<file path="src/rtl/irq_fiq_pkg.sv">
package irq_fiq_pkg;
  localparam int NSRC  = 14;
  localparam int NLINE = 8;
  localparam int SELW  = 3;
  localparam logic [15:0] VEC_BASE = 16'hFFF8;

  localparam logic [1:0] ADDR_EN   = 2'd0;
  localparam logic [1:0] ADDR_PEND = 2'd1;
  localparam logic [1:0] ADDR_FSEL = 2'd2;

  localparam logic [SELW-1:0] FSEL_NONE = 3'd7;

  // Source position 2 carries no event.
  function automatic logic src_valid(input int b);
    return (b != 2) && (b >= 0) && (b < NSRC);
  endfunction

  // Request line that a source feeds.
  function automatic logic [2:0] src_line(input int b);
    case (b)
      13, 8:   return 3'd3;
      12, 9:   return 3'd5;
      11, 10:  return 3'd2;
      6, 5, 4: return 3'd6;
      default: return 3'd7;
    endcase
  endfunction

  // Sources that a fast select code steals.
  function automatic logic [NSRC-1:0] fsel_group(input logic [SELW-1:0] sel);
    logic [NSRC-1:0] m;
    m = '0;
    case (sel)
      3'd2: m[11] = 1'b1;
      3'd3: m[10] = 1'b1;
      3'd4: m[8]  = 1'b1;
      3'd5: begin m[12] = 1'b1; m[9] = 1'b1; end
      3'd6: m[13] = 1'b1;
      default: m = '0;
    endcase
    return m;
  endfunction

  function automatic logic [15:0] line_vector(input logic [2:0] n);
    return VEC_BASE + {13'd0, n};
  endfunction
endpackage

</file>
<file path="src/rtl/irq_fiq_regs.sv">
module irq_fiq_regs
  import irq_fiq_pkg::*;
#(
  parameter int N = NSRC,
  parameter int SW = SELW
) (
  input  logic          clk,
  input  logic          rst_n,
  input  logic [N-1:0]  evt_i,
  input  logic          reg_we,
  input  logic [1:0]    reg_addr,
  input  logic [N-1:0]  reg_wdata,
  output logic [N-1:0]  pend_q,
  output logic [N-1:0]  en_q,
  output logic [SW-1:0] sel_q,
  output logic [N-1:0]  rdata
);
  logic [N-1:0] valid_m;
  logic [N-1:0] set_vec;
  logic [N-1:0] clr_vec;
  logic [N-1:0] pend_d;

  for (genvar i = 0; i < N; i++) begin : g_valid
    assign valid_m[i] = src_valid(i);
  end

  assign set_vec = evt_i & valid_m;
  assign clr_vec = (reg_we && reg_addr == ADDR_PEND) ? reg_wdata : '0;
  assign pend_d  = (pend_q & ~clr_vec) | set_vec;

  always_ff @(posedge clk) begin
    if (!rst_n) begin
      pend_q <= '0;
      en_q   <= '0;
      sel_q  <= FSEL_NONE;
    end else begin
      pend_q <= pend_d;
      if (reg_we && reg_addr == ADDR_EN)   en_q  <= reg_wdata & valid_m;
      if (reg_we && reg_addr == ADDR_FSEL) sel_q <= reg_wdata[SW-1:0];
    end
  end

  always_comb begin
    case (reg_addr)
      ADDR_EN:   rdata = en_q;
      ADDR_PEND: rdata = pend_q;
      ADDR_FSEL: rdata = {{(N-SW){1'b0}}, sel_q};
      default:   rdata = '0;
    endcase
  end
endmodule

</file>
<file path="src/rtl/irq_fiq_router.sv">
module irq_fiq_router
  import irq_fiq_pkg::*;
#(
  parameter int N = NSRC,
  parameter int L = NLINE,
  parameter int SW = SELW
) (
  input  logic [N-1:0]  pend,
  input  logic [N-1:0]  en,
  input  logic [SW-1:0] sel,
  output logic [L-1:0]  lines,
  output logic          fiq,
  output logic [N-1:0]  act_irq,
  output logic [N-1:0]  act_fiq
);
  logic [N-1:0] live;
  logic [N-1:0] steal;
  logic [N-1:0] member [L];

  assign live    = pend & en;
  assign steal   = fsel_group(sel);
  assign act_fiq = live & steal;
  assign act_irq = live & ~steal;
  assign fiq     = |act_fiq;

  for (genvar l = 0; l < L; l++) begin : g_line
    for (genvar i = 0; i < N; i++) begin : g_bit
      assign member[l][i] = src_valid(i) && (src_line(i) == 3'(l));
    end
    assign lines[l] = |(act_irq & member[l]);
  end
endmodule

</file>
<file path="src/rtl/irq_fiq_prio.sv">
module irq_fiq_prio
  import irq_fiq_pkg::*;
#(
  parameter int L = NLINE
) (
  input  logic [L-1:0] lines,
  output logic         any,
  output logic [15:0]  vec
);
  assign any = |lines;

  always_comb begin
    vec = 16'h0000;
    for (int k = L - 1; k >= 0; k--) begin
      if (lines[k]) vec = line_vector(3'(k));
    end
  end
endmodule

</file>
<file path="src/rtl/irq_fiq_ctrl.sv">
module irq_fiq_ctrl
  import irq_fiq_pkg::*;
(
  input  logic              clk,
  input  logic              rst_n,
  input  logic [NSRC-1:0]   evt_i,
  input  logic              reg_we,
  input  logic [1:0]        reg_addr,
  input  logic [NSRC-1:0]   reg_wdata,
  output logic [NSRC-1:0]   reg_rdata,
  output logic [NLINE-1:0]  irq_o,
  output logic              fiq_o,
  output logic              irq_any_o,
  output logic [15:0]       irq_vec_o
);
  logic [NSRC-1:0] pend_q;
  logic [NSRC-1:0] en_q;
  logic [SELW-1:0] sel_q;
  logic [NSRC-1:0] act_irq;
  logic [NSRC-1:0] act_fiq;

  irq_fiq_regs #(.N(NSRC), .SW(SELW)) u_regs (
    .clk(clk), .rst_n(rst_n), .evt_i(evt_i), .reg_we(reg_we),
    .reg_addr(reg_addr), .reg_wdata(reg_wdata),
    .pend_q(pend_q), .en_q(en_q), .sel_q(sel_q), .rdata(reg_rdata)
  );

  irq_fiq_router #(.N(NSRC), .L(NLINE), .SW(SELW)) u_route (
    .pend(pend_q), .en(en_q), .sel(sel_q),
    .lines(irq_o), .fiq(fiq_o), .act_irq(act_irq), .act_fiq(act_fiq)
  );

  irq_fiq_prio #(.L(NLINE)) u_prio (
    .lines(irq_o), .any(irq_any_o), .vec(irq_vec_o)
  );
endmodule

</file>
<file path="config.mk">
export PLATFORM = sky130hd
export DESIGN_NAME = irq_fiq_ctrl
export DESIGN_NICKNAME = d
export VERILOG_FILES = /design/src/rtl/irq_fiq_pkg.sv /design/src/rtl/irq_fiq_regs.sv /design/src/rtl/irq_fiq_router.sv /design/src/rtl/irq_fiq_prio.sv /design/src/rtl/irq_fiq_ctrl.sv
export SDC_FILE = /design/constraint.sdc
export NUM_CORES = 1
export LEC_CHECK = 0
export CORE_ASPECT_RATIO = 0.6
export CORE_UTILIZATION = 55
export DETAILED_ROUTE_END_ITERATION = 6
export DONT_BUFFER_PORTS = 1
export PLACE_DENSITY = 0.7
export SYNTH_ARGS = -nofsm -noshare
export SYNTH_HDL_FRONTEND = slang
export SYNTH_HIERARCHICAL = 1
export SYNTH_SLANG_ARGS = --single-unit
</file>
<file path="constraint.sdc">
create_clock -name clk -period 4.28 [get_ports clk]
set_clock_uncertainty 0.15 [all_clocks]
set_input_delay 0 -clock clk [delete_from_list [all_inputs] [get_ports clk]]
set_output_delay 0 -clock clk [all_outputs]
set_load 0.05 [all_outputs]
</file>
Word level (Yosys, flattened, before mapping)
Cells that the tools add are included.
W data, S select, Z words.
{"block": "op_classes", "bitwise": 7, "mux": 12, "reduce_logical": 11, "n_eq_ne": 7}
{"cell": "$mux W16", "n": 5}
{"cell": "$and A14 B14 Y14", "n": 4}
{"cell": "$pmux W14 S3", "n": 1}
{"cell": "$not A14 Y14", "n": 2}
{"cell": "$mux W14", "n": 1}
{"cell": "$or A14 B14 Y14", "n": 1}
{"cell": "$reduce_or A14 Y1", "n": 1}
{"cell": "$reduce_or A13 Y1", "n": 1}
{"cell": "$eq A3 B3 Y1 const B", "n": 3}
{"cell": "$eq A3 B2 Y1 const B", "n": 2}
{"cell": "$reduce_or A2 Y1", "n": 3}
{"cell": "$mux W1", "n": 5}
{"cell": "$reduce_or A4 Y1", "n": 1}
{"cell": "$logic_and A1 B1 Y1", "n": 3}
{"cell": "$reduce_or A3 Y1", "n": 1}
{"cell": "$eq A2 B1 Y1 const B", "n": 1}
{"cell": "$eq A2 B2 Y1 const B", "n": 1}
{"cell": "$logic_not A2 Y1", "n": 1}
{"block": "word_totals", "out_inout_bits": 40, "register_bits": 30, "word_cells": 40, "input_bits": 33}

Depth between registers and ports, before layout
{"block": "depth", "depth_word": 10, "depth_mapped": 6, "mapped_depth_nobuf": 6}

Modules after synthesis
The synthesis kept the hierarchy.
{"mod": "irq_fiq_regs", "instances": 1, "area_per_inst_um2": 1438.9, "cells_each": 165}
{"mod": "irq_fiq_router", "instances": 1, "area_per_inst_um2": 340.3, "cells_each": 53}
{"mod": "irq_fiq_prio", "instances": 1, "area_per_inst_um2": 176.4, "cells_each": 26}

Least setup slack after synthesis
Ideal clock, no wire load.
{"block": "synth_timing", "path_kind": "register -> output", "from": "register u_regs.sel_q[1]", "to": "output port irq_vec_o[0]", "t_arrival_ps": 3231, "required_time_ps": 4130, "slack_ps": 899, "stages_incl_launch_ff": 5, "cell_sequence": "dfxtp_1 and3b_2 a21oi_1 a21oi_1 o41ai_1"}
{"block": "synth_via", "elab_chain_cells": 8}
{"item": "start, declared", "line": "irq_fiq_regs.sv:15", "rtl": "output logic [SW-1:0] sel_q,"}
{"item": "start signal, assigned", "line": "irq_fiq_regs.sv:39", "rtl": "if (reg_we && reg_addr == ADDR_FSEL) sel_q <= reg_wdata[SW-1:0];"}
{"item": "$eq A3 B3 Y1", "line": "irq_fiq_pkg.sv:33", "rtl": "case (sel)"}
{"item": "$mux W1", "line": "irq_fiq_pkg.sv:33"}
{"item": "$not A14 Y14", "line": "irq_fiq_router.sv:23", "rtl": "assign act_irq = live & ~steal;"}
{"item": "$and A14 B14 Y14", "line": "irq_fiq_router.sv:23"}
{"item": "$reduce_or A2 Y1", "line": "irq_fiq_router.sv:30", "rtl": "assign lines[l] = |(act_irq & member[l]);"}
{"item": "via irq_o[5]", "line": "irq_fiq_ctrl.sv:11", "rtl": "output logic [NLINE-1:0] irq_o,"}
{"item": "$mux W16 (3 in series)", "line": "irq_fiq_prio.sv:15", "rtl": "if (lines[k]) vec = line_vector(3'(k));"}
{"item": "end, declared", "line": "irq_fiq_ctrl.sv:14", "rtl": "output logic [15:0] irq_vec_o"}
The timed path passes the listed nets, and every way through them passes these cells.

Worst setup path after layout
{"block": "layout_timing", "from": "register u_regs.pend_q[0]", "to": "output port irq_vec_o[10]"}
{"block": "layout_via", "elab_chain_cells": 8}
{"item": "start, declared", "line": "irq_fiq_regs.sv:13", "rtl": "output logic [N-1:0] pend_q,"}
{"item": "start signal, assigned", "line": "irq_fiq_regs.sv:37", "rtl": "pend_q <= pend_d;"}
{"item": "$and A14 B14 Y14", "line": "irq_fiq_router.sv:20", "rtl": "assign live = pend & en;"}
{"item": "$and A14 B14 Y14", "line": "irq_fiq_router.sv:23"}
{"item": "via act_irq[0]", "line": "irq_fiq_ctrl.sv:19", "rtl": "logic [NSRC-1:0] act_irq;"}
{"item": "$reduce_or A4 Y1", "line": "irq_fiq_router.sv:30"}
{"item": "via irq_o[7]", "line": "irq_fiq_ctrl.sv:11"}
{"item": "$mux W16 (5 in series)", "line": "irq_fiq_prio.sv:15"}
The timed path passes the listed nets, and every way through them passes these cells.

==> impl_metrics.env <==
export IMPL_synth_avg_cell_area_um2=8.17
export IMPL_ir_drop_uv=212
export IMPL_die_area_um2=3620
export IMPL_period_share=0.720
export IMPL_power_density_nw_per_um2=334
export IMPL_finalSetupViolations=0
export IMPL_place_area_um2=1790
export IMPL_cts_setup_buffers=0
export IMPL_drcViolationCount=0
export IMPL_coreArea_um2=3040
export IMPL_viasPerCell=5.71
export IMPL_path_clk_slew_ps=60
export IMPL_avgRoutedWirePerCell_um=16.4
export IMPL_area_growth_pct=23.7
export IMPL_worst_r2r_cell_count=3
export IMPL_ant_nets=0
export IMPL_yosys_warnings=6
export IMPL_status="completed"
export IMPL_slew_viol_final=0
export IMPL_grt_pass1_vias=1643
export IMPL_portBuffers=0
export IMPL_p_leak_nw=1.01
export IMPL_slew_limit_headroom=0.305
export IMPL_cts_buffer_depth=2
export IMPL_root_buffer="clkbuf_8"
export IMPL_die_x_um=77.0
export IMPL_cp_arrival_ps=2930
export IMPL_tns_ps=0
export IMPL_final_nets=285
export IMPL_clk_latency_ps=290
export IMPL_rsz0062_at_grt="no"
export IMPL_htree_num_levels=2
export IMPL_start_util=0.610
export IMPL_antenna_found_initial=0
export IMPL_worst_hold_path_type="input port to primary output"
export IMPL_hold_buffers=39
export IMPL_vias=1683
export IMPL_cap_viol_max_count=0
export IMPL_first_pass_iters=4
export IMPL_fin_area_um2=2290
export IMPL_routed_wl_mm=4.82
export IMPL_start_kind="flip-flop"
export IMPL_cts_tree="yes"
export IMPL_overflow=0
export IMPL_drtIter0Drc=48
export IMPL_grt_max_degree=43
export IMPL_critPathMaxFanout=9
export IMPL_cts_resized=0
export IMPL_die_y_um=47.0
export IMPL_post_dp_hpwl_mm=2.92
export IMPL_hold_viol_final=0
export IMPL_max_freq_ghz=0.325
export IMPL_required_ps=4130
export IMPL_grt_pass1_wl_mm=7.56
export IMPL_cts_buffers=5
export IMPL_std_cell_rows=15
export IMPL_min_period_ps=3080
export IMPL_min_path_cells=1
export IMPL_cts_sinks=30
export IMPL_critPathCaptureType="primary output"
export IMPL_ios=73
export IMPL_synth_cell_area_um2=1860
export IMPL_tightest_slew_ps=1040
export IMPL_path_class="flip-flop to primary output"
export IMPL_grt_usage=0.283
export IMPL_antenna_cells=0
export IMPL_drive_gt1_frac=0.0870
export IMPL_syn_inst=227
export IMPL_gp_congestion=0.792
## routing by layer
metal | part of all wire | GRT usage | vias to the layer above
li1 | - | - | 809
met1 | 0.41 | 0.329 | 786
met2 | 0.49 | 0.525 | 77
met3 | 0.084 | 0.0718 | 11
met4 | 0.016 | 0.117 | 0
met5 | 0 | 0 | -
## per-stage QoR
stage / util / std cells / setup WS [ps] / power (mW) / hold slack, ps
2_1_floorplan: - / 229 / 922 / 0.450 / -63.0
3_3_place_gp: 0.587 / 248 / 1530 / 0.442 / -60.7
3_5_place_dp: 0.587 / 248 / 1490 / 0.446 / -56.5
4_1_cts: 0.755 / 295 / 1180 / 0.762 / 29.8
5_1_grt: 0.755 / 295 / 1090 / 0.795 / 32.5
6_report: 0.755 / 295 / 1200 / 0.766 / 28.4
## sequential cells by signal (all words and copies together) (netlist names)
name and cells:
u_regs/en_q 13, u_regs/pend_q 14, u_regs/sel_q 3
## report_power, final
| part | leakage, nW | internal, mW | switching [mW] |
|---|---|---|---|
| clock network | 0.0579 | 0.171 | 0.112 |
| registers | 0.247 | 0.294 | 0.0126 |
| logic | 0.708 | 0.0603 | 0.116 |
| total | 1.01 | 0.526 | 0.240 |
## worst paths after layout
kind | from | to | slack [ps]
setup / recovery | u_regs/pend_q[0] | irq_vec_o[10] | 1200
hold reg to reg | u_regs/en_q[10] | u_regs/en_q[10] | 320
setup reg to reg | u_regs/pend_q[11] | u_regs/pend_q[11] | 2780
hold / removal | reg_addr[1] | reg_rdata[12] | 30
## cell type report
class / instances / area [µm²]
clock inverter: 3 / 40.0
inverter: 18 / 67.6
fill: 228 / 746
sequential: 30 / 601
timing repair buffer: 43 / 450
multi-input combinational: 154 / 1010
tap: 42 / 52.6
clock buffer: 5 / 68.8
## cells in the final DEF, fill, tap and decap left out, types with 2 or more instances in the layout
| master | count |
|---|---|
| a21oi_1 | 3 |
| a31oi_1 | 13 |
| and2_1 | 7 |
| and3b_1 | 2 |
| and3b_2 | 2 |
| buf_4 | 3 |
| clkbuf_8 | 5 |
| clkinv_2 | 2 |
| conb_1 | 3 |
| dfxtp_1 | 30 |
| dlygate4sd3_1 | 38 |
| inv_1 | 18 |
| mux2i_1 | 26 |
| nand2_1 | 32 |
| nand3b_1 | 3 |
| nand4b_1 | 3 |
| nor2_1 | 16 |
| nor2b_1 | 5 |
| nor2b_4 | 2 |
| o211ai_1 | 3 |
| o21ai_0 | 14 |
| o22ai_1 | 2 |
| o2bb2ai_1 | 2 |
| or2_1 | 2 |
| or3b_1 | 2 |
| or4_1 | 2 |
## worst max-delay path, cell delays in order (launching register included)
cell and delay, ps:
dfxtp_1 320, and2_1 160, or4_1 850, nor4_2 500, nand3_4 90, buf_4 340, buf_16 370
(Power assumes the default switching activity.)
